<file path="src/rtl/mbx_pkg.sv">
package mbx_pkg;

  localparam int CODE_W = 8;

  localparam logic [CODE_W-1:0] SUB_C2H_ADDR = 8'd0;
  localparam logic [CODE_W-1:0] SUB_C2H_LEN  = 8'd1;
  localparam logic [CODE_W-1:0] SUB_C2H_STAT = 8'd2;
  localparam logic [CODE_W-1:0] SUB_H2C_ARG  = 8'd3;
  localparam logic [CODE_W-1:0] SUB_H2C_LEN  = 8'd4;
  localparam logic [CODE_W-1:0] SUB_H2C_DEST = 8'd5;

  typedef enum logic [1:0] {
    SEQ_IDLE,
    SEQ_C2H_RUN,
    SEQ_H2C_WAIT,
    SEQ_H2C_RUN
  } seq_state_t;

  // A command is refused when its code is unknown or its slot is occupied.
  function automatic logic mbx_refused(logic [CODE_W-1:0] code, logic pend, logic rdy);
    case (code)
      SUB_C2H_ADDR, SUB_C2H_LEN: return pend;
      SUB_C2H_STAT, SUB_H2C_ARG, SUB_H2C_LEN: return 1'b0;
      SUB_H2C_DEST: return rdy;
      default: return 1'b1;
    endcase
  endfunction

endpackage

</file>
<file path="src/rtl/mbx_cmd_port.sv">
module mbx_cmd_port
  import mbx_pkg::*;
#(
  parameter int DATA_W = 32
) (
  input  logic              clk,
  input  logic              rst_n,
  input  logic              cmd_valid,
  input  logic [CODE_W-1:0] cmd_code,
  input  logic [DATA_W-1:0] cmd_arg,
  input  logic [DATA_W-1:0] host_arg,
  input  logic [DATA_W-1:0] host_len,
  input  logic              c2h_clear,
  input  logic              h2c_clear,
  output logic              cmd_ack,
  output logic [DATA_W-1:0] rsp_data,
  output logic              rsp_err,
  output logic              c2h_pending,
  output logic              h2c_ready,
  output logic [DATA_W-1:0] c2h_addr,
  output logic [DATA_W-1:0] c2h_len,
  output logic [DATA_W-1:0] h2c_dest,
  output logic              h2c_arm,
  output logic              cmd_accept
);

  logic              refuse;
  logic              set_pend;
  logic              store_addr;
  logic [DATA_W-1:0] result;

  always_comb begin
    cmd_accept = cmd_valid && !cmd_ack;
    refuse     = mbx_refused(cmd_code, c2h_pending, h2c_ready);
    store_addr = cmd_accept && !refuse && (cmd_code == SUB_C2H_ADDR);
    set_pend   = cmd_accept && !refuse && (cmd_code == SUB_C2H_LEN);
    h2c_arm    = cmd_accept && !refuse && (cmd_code == SUB_H2C_DEST);
  end

  always_comb begin
    result = '0;
    if (!refuse) begin
      case (cmd_code)
        SUB_C2H_STAT: result = {{(DATA_W-1){1'b0}}, c2h_pending};
        SUB_H2C_ARG:  result = host_arg;
        SUB_H2C_LEN:  result = host_len;
        default:      result = '0;
      endcase
    end
  end

  always_ff @(posedge clk) begin
    if (!rst_n) begin
      cmd_ack     <= 1'b0;
      rsp_data    <= '0;
      rsp_err     <= 1'b0;
      c2h_pending <= 1'b0;
      h2c_ready   <= 1'b0;
      c2h_addr    <= '0;
      c2h_len     <= '0;
      h2c_dest    <= '0;
    end else begin
      cmd_ack <= cmd_accept;
      if (cmd_accept) begin
        rsp_data <= result;
        rsp_err  <= refuse;
      end
      if (store_addr) c2h_addr <= cmd_arg;
      if (set_pend)   c2h_len  <= cmd_arg;
      if (h2c_arm)    h2c_dest <= cmd_arg;
      if (set_pend)       c2h_pending <= 1'b1;
      else if (c2h_clear) c2h_pending <= 1'b0;
      if (h2c_arm)        h2c_ready <= 1'b1;
      else if (h2c_clear) h2c_ready <= 1'b0;
    end
  end

endmodule

</file>
<file path="src/rtl/mbx_xfer_seq.sv">
module mbx_xfer_seq
  import mbx_pkg::*;
#(
  parameter int DATA_W = 32
) (
  input  logic              clk,
  input  logic              rst_n,
  input  logic              hx_announce,
  input  logic [DATA_W-1:0] hx_arg,
  input  logic [DATA_W-1:0] hx_len,
  input  logic              link_idle,
  input  logic              dma_busy,
  input  logic              dma_done,
  input  logic              c2h_pending,
  input  logic              h2c_ready,
  input  logic [DATA_W-1:0] c2h_addr,
  input  logic [DATA_W-1:0] c2h_len,
  input  logic [DATA_W-1:0] h2c_dest,
  input  logic              h2c_arm,
  output logic              host_waiting,
  output logic [DATA_W-1:0] host_arg,
  output logic [DATA_W-1:0] host_len,
  output logic              dma_start,
  output logic              dma_dir,
  output logic [DATA_W-1:0] dma_addr,
  output logic [DATA_W-1:0] dma_len,
  output logic              c2h_clear,
  output logic              h2c_clear
);

  seq_state_t state;
  logic take_announce;
  logic launch_c2h;
  logic launch_h2c;

  always_comb begin
    take_announce = (state == SEQ_IDLE) && hx_announce;
    launch_c2h    = (state == SEQ_IDLE) && !hx_announce && c2h_pending
                    && link_idle && !dma_busy;
    launch_h2c    = (state == SEQ_H2C_WAIT) && h2c_ready && !dma_busy;
    c2h_clear     = (state == SEQ_C2H_RUN) && dma_done;
    h2c_clear     = (state == SEQ_H2C_RUN) && dma_done;
  end

  always_ff @(posedge clk) begin
    if (!rst_n) begin
      state        <= SEQ_IDLE;
      host_waiting <= 1'b0;
      host_arg     <= '0;
      host_len     <= '0;
      dma_start    <= 1'b0;
      dma_dir      <= 1'b0;
      dma_addr     <= '0;
      dma_len      <= '0;
    end else begin
      dma_start <= 1'b0;
      if (take_announce)  host_waiting <= 1'b1;
      else if (h2c_arm)   host_waiting <= 1'b0;
      case (state)
        SEQ_IDLE: begin
          if (take_announce) begin
            host_arg <= hx_arg;
            host_len <= hx_len;
            state    <= SEQ_H2C_WAIT;
          end else if (launch_c2h) begin
            dma_start <= 1'b1;
            dma_dir   <= 1'b0;
            dma_addr  <= c2h_addr;
            dma_len   <= c2h_len;
            state     <= SEQ_C2H_RUN;
          end
        end
        SEQ_C2H_RUN:  if (c2h_clear) state <= SEQ_IDLE;
        SEQ_H2C_WAIT: begin
          if (launch_h2c) begin
            dma_start <= 1'b1;
            dma_dir   <= 1'b1;
            dma_addr  <= h2c_dest;
            dma_len   <= host_len;
            state     <= SEQ_H2C_RUN;
          end
        end
        SEQ_H2C_RUN:  if (h2c_clear) state <= SEQ_IDLE;
        default:      state <= SEQ_IDLE;
      endcase
    end
  end

endmodule

</file>
<file path="src/rtl/dbg_xfer_mailbox.sv">
module dbg_xfer_mailbox
  import mbx_pkg::*;
#(
  parameter int DATA_W = 32
) (
  input  logic              clk,
  input  logic              rst_n,
  input  logic              cmd_valid,
  input  logic [CODE_W-1:0] cmd_code,
  input  logic [DATA_W-1:0] cmd_arg,
  output logic              cmd_ack,
  output logic [DATA_W-1:0] rsp_data,
  output logic              rsp_err,
  input  logic              hx_announce,
  input  logic [DATA_W-1:0] hx_arg,
  input  logic [DATA_W-1:0] hx_len,
  output logic              host_waiting,
  input  logic              link_idle,
  input  logic              dma_busy,
  input  logic              dma_done,
  output logic              dma_start,
  output logic              dma_dir,
  output logic [DATA_W-1:0] dma_addr,
  output logic [DATA_W-1:0] dma_len,
  output logic              c2h_pending,
  output logic              h2c_ready
);

  logic [DATA_W-1:0] host_arg;
  logic [DATA_W-1:0] host_len;
  logic [DATA_W-1:0] c2h_addr;
  logic [DATA_W-1:0] c2h_len;
  logic [DATA_W-1:0] h2c_dest;
  logic              c2h_clear;
  logic              h2c_clear;
  logic              h2c_arm;
  logic              cmd_accept;

  mbx_cmd_port #(.DATA_W(DATA_W)) u_cmd (
    .clk(clk), .rst_n(rst_n),
    .cmd_valid(cmd_valid), .cmd_code(cmd_code), .cmd_arg(cmd_arg),
    .host_arg(host_arg), .host_len(host_len),
    .c2h_clear(c2h_clear), .h2c_clear(h2c_clear),
    .cmd_ack(cmd_ack), .rsp_data(rsp_data), .rsp_err(rsp_err),
    .c2h_pending(c2h_pending), .h2c_ready(h2c_ready),
    .c2h_addr(c2h_addr), .c2h_len(c2h_len), .h2c_dest(h2c_dest),
    .h2c_arm(h2c_arm), .cmd_accept(cmd_accept)
  );

  mbx_xfer_seq #(.DATA_W(DATA_W)) u_seq (
    .clk(clk), .rst_n(rst_n),
    .hx_announce(hx_announce), .hx_arg(hx_arg), .hx_len(hx_len),
    .link_idle(link_idle), .dma_busy(dma_busy), .dma_done(dma_done),
    .c2h_pending(c2h_pending), .h2c_ready(h2c_ready),
    .c2h_addr(c2h_addr), .c2h_len(c2h_len), .h2c_dest(h2c_dest),
    .h2c_arm(h2c_arm),
    .host_waiting(host_waiting), .host_arg(host_arg), .host_len(host_len),
    .dma_start(dma_start), .dma_dir(dma_dir),
    .dma_addr(dma_addr), .dma_len(dma_len),
    .c2h_clear(c2h_clear), .h2c_clear(h2c_clear)
  );

endmodule

</file>
<file path="config.mk">
export PLATFORM = sky130hd
export DESIGN_NAME = dbg_xfer_mailbox
export DESIGN_NICKNAME = d
export VERILOG_FILES = /design/src/rtl/mbx_pkg.sv /design/src/rtl/mbx_cmd_port.sv /design/src/rtl/mbx_xfer_seq.sv /design/src/rtl/dbg_xfer_mailbox.sv
export SDC_FILE = /design/constraint.sdc
export NUM_CORES = 1
export LEC_CHECK = 0
export CAP_MARGIN = 5
export CORE_MARGIN = 2
export CORE_UTILIZATION = 26
export DETAILED_ROUTE_END_ITERATION = 16
export DONT_BUFFER_PORTS = 1
export SYNTH_ARGS = -nofsm -noshare
export SYNTH_HDL_FRONTEND = slang
export SYNTH_SLANG_ARGS = --single-unit
</file>
<file path="constraint.sdc">
create_clock -name clk -period 2.78 [get_ports clk]
set_input_delay 0.556 -clock clk [delete_from_list [all_inputs] [get_ports clk]]
set_output_delay 0.556 -clock clk [all_outputs]
set_load 0.01 [all_outputs]
</file>
==> flow_metrics.py <==
metrics = {
    "grt": {
        "grt.total_usage": 0.139,
        "grt_first_pass_wirelength_um": 44700,
        "gr-total-overflow": 0,
        "grt_max_degree": 269,
        "antenna_found_initial": 0,
        "grt_pass1_vias": 7258,
    },
    "critical_path": {
        "start_kind": "register",
        "critical_path.endpoint_type": "register",
        "worstSetupEndpoint": "u_cmd.rsp_data[16]",
        "crit_required_ns": 3.27,
        "r2r_start": "u_cmd.cmd_ack",
        "r2r-end": "u_cmd.rsp_data[16]",
        "crit_type": "reg2reg",
        "crit_family": "simple AND/OR/NAND/NOR gates",
        "worstPathMaxFanout": 20,
        "cp.arrival_ns": 2.62,
        "slowest_delay_ns": 0.70,
        "cp.depth": 5,
        "crit_buf_inv": 1,
        "rr_worst_depth": 5,
        "crit_start": "u_cmd.cmd_ack",
        "crit_chain": "nor4b_4 -> nand2_1 -> or3_2 -> buf_4 -> o21ai_2",
        "slowest_stage": "or3_2",
        "rrSetupSlack_ns": 0.65,
    },
    "clock_tree": {
        "worstSkewPairLatency_ns": 0.58,
        "clock_path_buffers": 3,
        "cts-root-buf": "clkbuf_16",
        "cts_tree": "done",
        "clk_pin_slew_ns": 0.06,
        "numCtsBuffers": 30,
        "cts_setup_buffers": 0,
        "cts_resized": 0,
        "htreeDepth": 1,
        "holdBufCountCts": 0,
        "clock_sink_count": 265,
    },
    "detailed_routing": {
        "drtIter0Drc": 389,
        "drt-total-wl_um": 29900,
        "ant_nets": 0,
        "drc": 0,
        "vias": 7549,
        "first_pass_iters": 5,
        "vias_per_cell": 4.67,
        "wl_per_cell_um": 18.5,
    },
    "sta": {
        "finalCriticalPeriod_ns": 2.13,
        "drv_slew": 0,
        "finalSetupTns_ns": 0,
        "worst_pin_slew_ns": 0.698,
        "final-setup-viol-count": 0,
        "finClkSkew_ns": 0.0297,
        "hold_violations": 0,
        "max_freq_mhz": 470,
        "grt_setup_unrepaired": "no",
        "fin_crit_sh": 0.766,
        "max-slew-margin-rel": 0.535,
    },
    "cells_and_area": {
        "area_growth_pct": 14.2,
        "final_layout_size_suffix_gt1_frac": 0.0991,
        "fin_util": 0.301,
        "fin_nets": 1180,
        "diodes": 0,
    },
    "logic_synthesis": {
        "synth_cells": 1120,
        "synth_nets": 1231,
        "synth_area_sq_um": 10500,
        "ys.flop_type": "dfxtp_1",
        "synth_area_per_cell_sq_um": 9.38,
        "synth_edf_count": 0,
        "ys_warn_count": 0,
        "synth_seq_cells": 265,
        "synthArstFlopShare": 0,
        "ys_seq_area_frac": 0.505,
        "synth_cell_types": 40,
    },
    "power_and_ir_drop": {
        "p_leak_nw": 5.25,
        "ir_drop_v": 0.000424,
        "p_per_area_nw_per_um2": 700,
    },
    "die": {
        "fp-row-count": 73,
        "die_height_um": 205,
        "core_sq_um": 39800,
        "die_w_um": 205,
        "dieArea_sq_um": 42000,
        "io_pins": 214,
        "start_util": 0.264,
    },
    "place": {
        "routabilityCongestion": 0.806,
        "io_buffer_count": 0,
        "place_hpwl_um": 19900,
    },
    "run": {
        "max-cap-violations": 0,
    },
    "hold_path": {
        "min-delay-path-class": "in2reg",
        "holdPathStages": 1,
    },
    "status": {
        "run_status": "complete, no violations",
    },
}
## metrics by stage
step | hold WS (ns) | cell area, sq um | total power [W] | worst slack, ns | instances
finish | 0.129 | 12000 | 0.00840 | 0.651 | 1615
global route | 0.101 | 12000 | 0.00875 | 0.571 | 1615
CTS | 0.0767 | 12000 | 0.00857 | 0.639 | 1615
detailed placement | 0.458 | 10900 | 0.00428 | 0.428 | 1562
global placement | 0.452 | 10900 | 0.00428 | 0.464 | 1562
floorplan | 0.440 | 10500 | 0.00423 | 0.923 | 1120
## power breakdown
part / internal, W / switching, W
clock network: 0.00257 / 0.00164
registers: 0.00386 / 0.0000598
logic: 0.000115 / 0.000157
total: 0.00654 / 0.00186
## how the worst min path moves through the flow
stage | start | to | slack [ns]
2_1_floorplan | u_seq.host_arg[0] | u_seq.host_arg[0] | 0.44
3_3_place_gp | u_seq.host_arg[10] | u_seq.host_arg[10] | 0.45
3_5_place_dp | u_seq.host_arg[22] | u_seq.host_arg[22] | 0.46
4_1_cts | rst_n | u_seq.dma_len[0] | 0.08
5_1_grt | rst_n | u_seq.dma_len[4] | 0.10
6_report | rst_n | u_seq.host_waiting | 0.13
## cell families after synthesis
group                  synth area share
and+or+nand+nor                   0.169
AOI/OAI and AO/OA                 0.194
DFF                               0.505
buffers and inverters            0.0401
muxes                            0.0925
## cell usage after synthesis (3+ instances only)
cell type,number,share of area
dfxtp_1,265,0.50
clkbuf_1,57,0.020
o21ai_0,66,0.031
buf_2,17,0.0081
nand3_1,66,0.031
buf_1,15,0.0054
nand2_1,261,0.093
clkbuf_4,6,0.0043
and2_1,3,0.0018
o211a_1,64,0.061
a22oi_1,31,0.022
a21boi_0,66,0.047
nand2b_1,4,0.0024
nor2b_1,39,0.023
mux2i_1,96,0.091
o21ai_2,30,0.025
a21oi_1,6,0.0029
## layout by cell type, fill, tap and decap left out, types with 30 or more instances in the layout
cell       Yosys  final
a21boi_0      66     66
a22oi_1       31     31
clkbuf_16      0     30
dfxtp_1      265    265
mux2i_1       96     96
nand2_1      261    261
nand3_1       66     66
nor2b_1       39     37
o211a_1       64     64
o21ai_0       66     66
o21ai_2       30     30
## layout make-up
type / count / area, sq um
inverters: 2 / 7.51
multi-input cells: 757 / 4820
fillers: 4186 / 27800
well taps: 525 / 657
flip-flops and latches: 265 / 5310
clock buffers: 37 / 827
clock inverters: 16 / 231
repair buffers: 13 / 148
## flip-flops by register name (all words and copies together), names as in the netlist
signal and flops:
u_seq.host_waiting 1, u_cmd.c2h_pending 1, u_seq.host_len 32, u_seq.dma_start 1, u_seq.dma_addr 32, u_cmd.rsp_data 32, u_cmd.h2c_ready 1, u_cmd.c2h_len 32
u_cmd.h2c_dest 32, u_cmd.cmd_ack 1, u_cmd.rsp_err 1, u_seq.dma_len 32, u_seq.host_arg 32, u_seq.dma_dir 1, u_seq.state 2, u_cmd.c2h_addr 32
## per-layer routing
layer | track usage | up-vias | part of all wire
li1 | - | 3787 | -
met2 | 0.218 | 164 | 0.44
met4 | 0.0391 | 0 | 0.025
met5 | 0 | - | 0
met1 | 0.187 | 3557 | 0.47
met3 | 0.0402 | 41 | 0.068
## worst register-to-register path: cells and delay by family (launching register included)
kind / cells / cell delay, ns
flops: 1 / 0.37
compound gates: 1 / 0.21
simple gates: 3 / 1.16
buf+inv: 1 / 0.33
(Power assumes the default switching activity.)
